--- src/rtl/rpm_pkg.sv ---
package rpm_pkg;
    typedef enum logic [1:0] {
        ST_RESET  = 2'd0,
        ST_ACTIVE = 2'd1,
        ST_PWRDN  = 2'd2
    } rpm_state_e;
endpackage

--- src/rtl/rpm_sync.sv ---
module rpm_sync #(
    parameter int    STAGES  = 2,
    parameter logic  RST_VAL = 1'b0
) (
    input  logic clk,
    input  logic rst_n,
    input  logic d,
    output logic q
);
    logic [STAGES-1:0] chain_q;

    always_ff @(posedge clk or negedge rst_n) begin
        if (!rst_n) begin
            chain_q <= {STAGES{RST_VAL}};
        end else begin
            chain_q <= {chain_q[STAGES-2:0], d};
        end
    end

    assign q = chain_q[STAGES-1];
endmodule

--- src/rtl/rpm_mode_fsm.sv ---
module rpm_mode_fsm
    import rpm_pkg::*;
(
    input  logic       clk,
    input  logic       rst_n,
    input  logic       rst_rel,
    input  logic       pd_s,
    input  logic       role_lt,
    output rpm_state_e state,
    output logic       core_en,
    output logic       wclk_run,
    output logic       rx_force_low,
    output logic       arx_pd,
    output logic       atx_pd,
    output logic       mclk_en,
    output logic       drv_shdn
);
    rpm_state_e state_q;
    rpm_state_e state_d;

    always_comb begin
        state_d = state_q;
        unique case (state_q)
            ST_RESET:  if (rst_rel) state_d = pd_s ? ST_PWRDN : ST_ACTIVE;
            ST_ACTIVE: if (pd_s)    state_d = ST_PWRDN;
            ST_PWRDN:  if (!pd_s)   state_d = ST_ACTIVE;
            default:                state_d = ST_RESET;
        endcase
    end

    always_ff @(posedge clk or negedge rst_n) begin
        if (!rst_n) begin
            state_q <= ST_RESET;
        end else begin
            state_q <= state_d;
        end
    end

    always_comb begin
        core_en      = 1'b1;
        wclk_run     = 1'b1;
        rx_force_low = 1'b0;
        arx_pd       = 1'b0;
        atx_pd       = 1'b0;
        mclk_en      = 1'b1;
        drv_shdn     = 1'b0;
        unique case (state_q)
            ST_RESET: begin
                core_en      = 1'b0;
                wclk_run     = 1'b0;
                rx_force_low = 1'b1;
                arx_pd       = 1'b1;
                atx_pd       = 1'b1;
                mclk_en      = role_lt;
                drv_shdn     = 1'b1;
            end
            ST_ACTIVE: begin
            end
            ST_PWRDN: begin
                atx_pd       = 1'b1;
                rx_force_low = !role_lt;
                arx_pd       = !role_lt;
                drv_shdn     = !role_lt;
            end
            default: begin
                core_en  = 1'b0;
                wclk_run = 1'b0;
            end
        endcase
    end

    assign state = state_q;
endmodule

--- src/rtl/rpm_word_timer.sv ---
module rpm_word_timer #(
    parameter int NIBBLES = 4,
    localparam int NIB_W  = $clog2(NIBBLES)
) (
    input  logic             clk,
    input  logic             rst_n,
    input  logic             run,
    output logic [NIB_W-1:0] nib_idx,
    output logic             word_clk
);
    localparam logic [NIB_W-1:0] LAST_V = NIB_W'(NIBBLES - 1);
    localparam logic [NIB_W-1:0] HALF_V = NIB_W'(NIBBLES / 2);

    logic [NIB_W-1:0] nib_q;

    always_ff @(posedge clk or negedge rst_n) begin
        if (!rst_n) begin
            nib_q <= '0;
        end else if (!run) begin
            nib_q <= '0;
        end else if (nib_q == LAST_V) begin
            nib_q <= '0;
        end else begin
            nib_q <= nib_q + 1'b1;
        end
    end

    assign nib_idx  = nib_q;
    assign word_clk = !run || (nib_q < HALF_V);
endmodule

--- src/rtl/rpm_ctrl.sv ---
module rpm_ctrl
    import rpm_pkg::*;
#(
    parameter int NIBBLES     = 4,
    parameter int SYNC_STAGES = 2,
    localparam int NIB_W      = $clog2(NIBBLES)
) (
    input  logic             clk,
    input  logic             rst_n,
    input  logic             pd_req,
    input  logic             role_lt,
    output logic             core_en,
    output logic             word_clk,
    output logic [NIB_W-1:0] nib_idx,
    output logic             rx_force_low,
    output logic             arx_pd,
    output logic             atx_pd,
    output logic             mclk_en,
    output logic             drv_shdn
);
    logic       rst_rel;
    logic       pd_s;
    logic       wclk_run;
    rpm_state_e state;

    rpm_sync #(.STAGES(SYNC_STAGES), .RST_VAL(1'b0)) u_rst_sync (
        .clk   (clk),
        .rst_n (rst_n),
        .d     (1'b1),
        .q     (rst_rel)
    );

    rpm_sync #(.STAGES(SYNC_STAGES), .RST_VAL(1'b0)) u_pd_sync (
        .clk   (clk),
        .rst_n (rst_n),
        .d     (pd_req),
        .q     (pd_s)
    );

    rpm_mode_fsm u_fsm (
        .clk          (clk),
        .rst_n        (rst_n),
        .rst_rel      (rst_rel),
        .pd_s         (pd_s),
        .role_lt      (role_lt),
        .state        (state),
        .core_en      (core_en),
        .wclk_run     (wclk_run),
        .rx_force_low (rx_force_low),
        .arx_pd       (arx_pd),
        .atx_pd       (atx_pd),
        .mclk_en      (mclk_en),
        .drv_shdn     (drv_shdn)
    );

    rpm_word_timer #(.NIBBLES(NIBBLES)) u_timer (
        .clk      (clk),
        .rst_n    (rst_n),
        .run      (wclk_run),
        .nib_idx  (nib_idx),
        .word_clk (word_clk)
    );

    logic unused_state;
    assign unused_state = ^state;
endmodule

--- config.mk ---
export PLATFORM = sky130hd
export DESIGN_NAME = rpm_ctrl
export DESIGN_NICKNAME = d
export VERILOG_FILES = /design/src/rtl/rpm_pkg.sv /design/src/rtl/rpm_sync.sv /design/src/rtl/rpm_mode_fsm.sv /design/src/rtl/rpm_word_timer.sv /design/src/rtl/rpm_ctrl.sv
export SDC_FILE = /design/constraint.sdc
export NUM_CORES = 1
export LEC_CHECK = 0
export BUFFER_PORTS_ARGS = -buffer_cell sky130_fd_sc_hd__buf_2
export CORE_AREA = 2 2 39 41
export CTS_BUF_LIST = sky130_fd_sc_hd__clkbuf_8
export DETAILED_ROUTE_END_ITERATION = 8
export DIE_AREA = 0 0 41 43
export SLEW_MARGIN = 20
export SYNTH_ARGS = -nofsm -noshare
export SYNTH_HDL_FRONTEND = slang
export SYNTH_SLANG_ARGS = --single-unit
--- constraint.sdc ---
create_clock -name clk -period 1.26 [get_ports clk]
set_input_delay 0.189 -clock clk [delete_from_list [all_inputs] [get_ports clk]]
set_output_delay 0.189 -clock clk [all_outputs]
set_load 0.02 [all_outputs]
==> results.py <==
metrics = {
    "outcome": {
        "status": "finished, violations left",
        "violations": "setup timing",
    },
    "sta": {
        "min_period_over_period_pct": 112.1,
        "holdWs_ns": 0.07061,
        "finClkSkew_ns": 0.007996,
        "fin_crit_ns": 1.412,
        "finalSetupViolations": 9,
        "tns_ns": -1.000,
        "hold_viol": 0,
        "maxSlewViolCount": 0,
        "setup_ws_ns": -0.1523,
        "rsz0062_at_grt": "yes",
        "fmax_ghz": 0.7080,
    },
    "logic_synthesis": {
        "seq_area_frac_synth_pct": 49.54,
        "synthTopCellsByArea": "dfrtp_1 50%, ha_1 12%, o311ai_2 4.0%",
        "ys_seq_elements": 8,
        "ys_warn_count": 0,
        "synthesis.nets": 42,
        "synth_area_per_cell_sq_um": 11.89,
        "syn_area_sq_um": 404.1,
        "synth_top_area_share_pct": 49.54,
        "postSynthCellCount": 34,
        "synth_cell_types": 19,
        "synth_top_area_cell": "dfrtp_1",
    },
    "cells_and_area": {
        "final_util_pct": 52.08,
        "num_antenna_cells": 0,
        "drive_gt1_share_pct": 71.19,
        "instances_no_fill": 75,
        "synthToLayoutAreaGrowth_pct": 78.33,
        "nNetsFinal": 68,
        "stdcell_area_sq_um": 720.7,
    },
    "power_and_ir_drop": {
        "p_sw_uw": 836.8,
        "power.total_mw": 2.214,
        "power_leakage_nw": 0.3468,
        "power_frac_seq_pct": 17.7,
        "clkPwrFrac_pct": 14.1,
        "internal-power_mw": 1.378,
        "power_density_nw_per_um2": 3073,
        "irDropWorstVdd_uv": 1527,
        "combinationalPowerShare_pct": 68.2,
        "swShare_pct": 37.79,
    },
    "drt": {
        "vias": 327,
        "wire_per_inst_microns": 11.67,
        "drcViolationCount": 0,
        "avgViaCountPerCell": 4.360,
        "ant_nets": 0,
        "initialDrtViolationCount": 1,
        "wirelength_microns": 875,
        "drt_pass1_iterations": 3,
    },
    "critical_path": {
        "critPathArrivalTime_ns": 1.22,
        "timing.rr.start": "u_fsm.state[1]",
        "crit_path_end_kind": "primary output",
        "rr_worst_depth": 6,
        "critPathKind": "flop to primary output",
        "start_kind": "flop",
        "path_max_fanout": 4,
        "required_ns": 1.07,
        "crit_start": "u_fsm.state[1]",
    },
    "min_path": {
        "worstHoldStart": "pd_req",
        "hold_class": "input pin to flop",
        "holdPathStages": 1,
    },
    "placement": {
        "hpwl_microns": 541.1,
        "placed_area_sq_um": 554.3,
        "dp.cells": 64,
        "pre_cts_ws_ns": -0.08412,
        "place.gp.congestion": 0.6630,
        "port_buffers": 12,
    },
    "global_route": {
        "grt_pass1_wl_microns": 1545,
        "antenna_found_initial": 0,
        "track_usage_pct": 13.99,
        "grt_max_degree": 9,
        "grt.overflow.total": 0,
        "grt_pass1_vias": 385,
    },
    "cts": {
        "cts_buffers": 3,
        "tritoncts": "yes",
        "htree_num_levels": 1,
        "clock_path_buffers": 2,
        "clkTransAtPathRegs_ns": 0.04,
        "root_buffer": "clkbuf_8",
        "cts.sinks": 8,
        "clock_latency_ns": 0.23,
    },
    "die": {
        "die_x_microns": 41,
        "dieArea_sq_um": 1763,
        "coreArea_sq_um": 1384,
        "initial_core_util_pct": 29.20,
        "fp.dieH_microns": 43,
        "floorplan.rows": 14,
        "top_level_ports": 13,
    },
    "job": {
        "drv_cap": 0,
    },
}
==> synthesized netlist by cell type <==
cell type  count
dfrtp_1        8
ha_1           4
inv_1          3
nand2_1        3
buf_4          2
a21o_1         1
a21o_2         1
a22o_1         1
and2_1         1
conb_1         1
mux2_4         1
mux2i_2        1
nand2_2        1
nand2b_1       1
nand4_1        1
nor2_1         1
nor3b_1        1
o311ai_2       1
or2_2          1
==> power by group through the flow <==
stage	logic (mW)	clock network, mW	registers [mW]
finish	1.51	0.313	0.391
global route	1.61	0.338	0.397
CTS	1.45	0.325	0.382
detailed placement	1.05	0	0.400
global placement	1.05	0	0.400
floorplan	0.802	0	0.423
==> repair_timing <==
action                                  4_1_cts  5_1_grt
endpoints found under the setup margin        9        9
resized for setup                            18        3
endpoints found under the hold margin         8        0
pin swaps                                     4        3
cloned                                        0        0
hold buffers                                  1        0
setup buffers                                 5        1
==> worst paths after layout <==
kind	end	slack, ns
min reg2reg	u_rst_sync.chain_q[1]	0.34
min	u_pd_sync.chain_q[0]	0.07
max reg2reg	u_fsm.state[0]	-0.14
max	atx_pd	-0.15
max in group asynchronous	u_fsm.state[0]	0.76
min in group asynchronous	u_timer.nib_idx[0]	0.32
==> registers in the layout, summed over array words and instances (netlist names) <==
register,count
u_pd_sync.chain_q,2
u_fsm.state,2
u_timer.nib_idx,2
u_rst_sync.chain_q,2
==> area by class of cell <==
| type | instances | area, sq um |
|---|---|---|
| clock inverters | 1 | 3.754 |
| fillers | 116 | 663.1 |
| multi-input cells | 21 | 246.5 |
| well taps | 16 | 20.02 |
| clock buffers | 3 | 41.29 |
| inverters | 3 | 13.76 |
| repair buffers | 23 | 192.7 |
| flip-flops and latches | 8 | 202.7 |
==> routing by layer <==
layer | vias up | wire length (microns) | track usage [%]
met5 | - | 0 | 0
met4 | 0 | 31 | 12.00
met3 | 3 | 26 | 3.141
met2 | 10 | 530 | 23.44
met1 | 155 | 288 | 12.93
li1 | 159 | - | -
==> worst max-delay path: stages, from the launching register on <==
cell and delay (ns):
dfrtp_2 0.43, ha_4 0.19, or2_4 0.24, buf_6 0.13
==> cell families (layout without fill, tap and decap cells) <==
group	Yosys count	count (layout)	share of synthesized area, %
buf+inv	5	30	6.500
mux	2	2	7.119
flops	8	8	49.54
compound gates	4	4	10.22
other cells	1	1	0.9279
simple gates	10	10	13.32
fa+ha+maj	4	4	12.38
==> placed cells by master, fill, tap and decap left out <==
| cell type | netlist | routed |
|---|---|---|
| buf_4 | 2 | 9 |
| buf_6 | 0 | 8 |
| dfrtp_1 | 8 | 6 |
| buf_2 | 0 | 5 |
| nand2_2 | 1 | 3 |
| ha_4 | 0 | 3 |
| clkbuf_8 | 0 | 3 |
| inv_1 | 3 | 2 |
| dfrtp_2 | 0 | 2 |
| or2_4 | 0 | 1 |
| a21o_4 | 0 | 1 |
| inv_4 | 0 | 1 |
| nor3b_1 | 1 | 1 |
| inv_2 | 0 | 1 |
| and2_1 | 1 | 1 |
| nor2_1 | 1 | 1 |
| a22o_1 | 1 | 1 |
| nand2b_4 | 0 | 1 |
| mux2i_4 | 0 | 1 |
| mux2_4 | 1 | 1 |
| nand2_1 | 3 | 1 |
| nand4_1 | 1 | 1 |
| a21o_2 | 1 | 1 |
| o311ai_2 | 1 | 1 |
| ha_1 | 4 | 1 |
| dlygate4sd3_1 | 0 | 1 |
| conb_1 | 1 | 1 |
(Power assumes the default switching activity.)
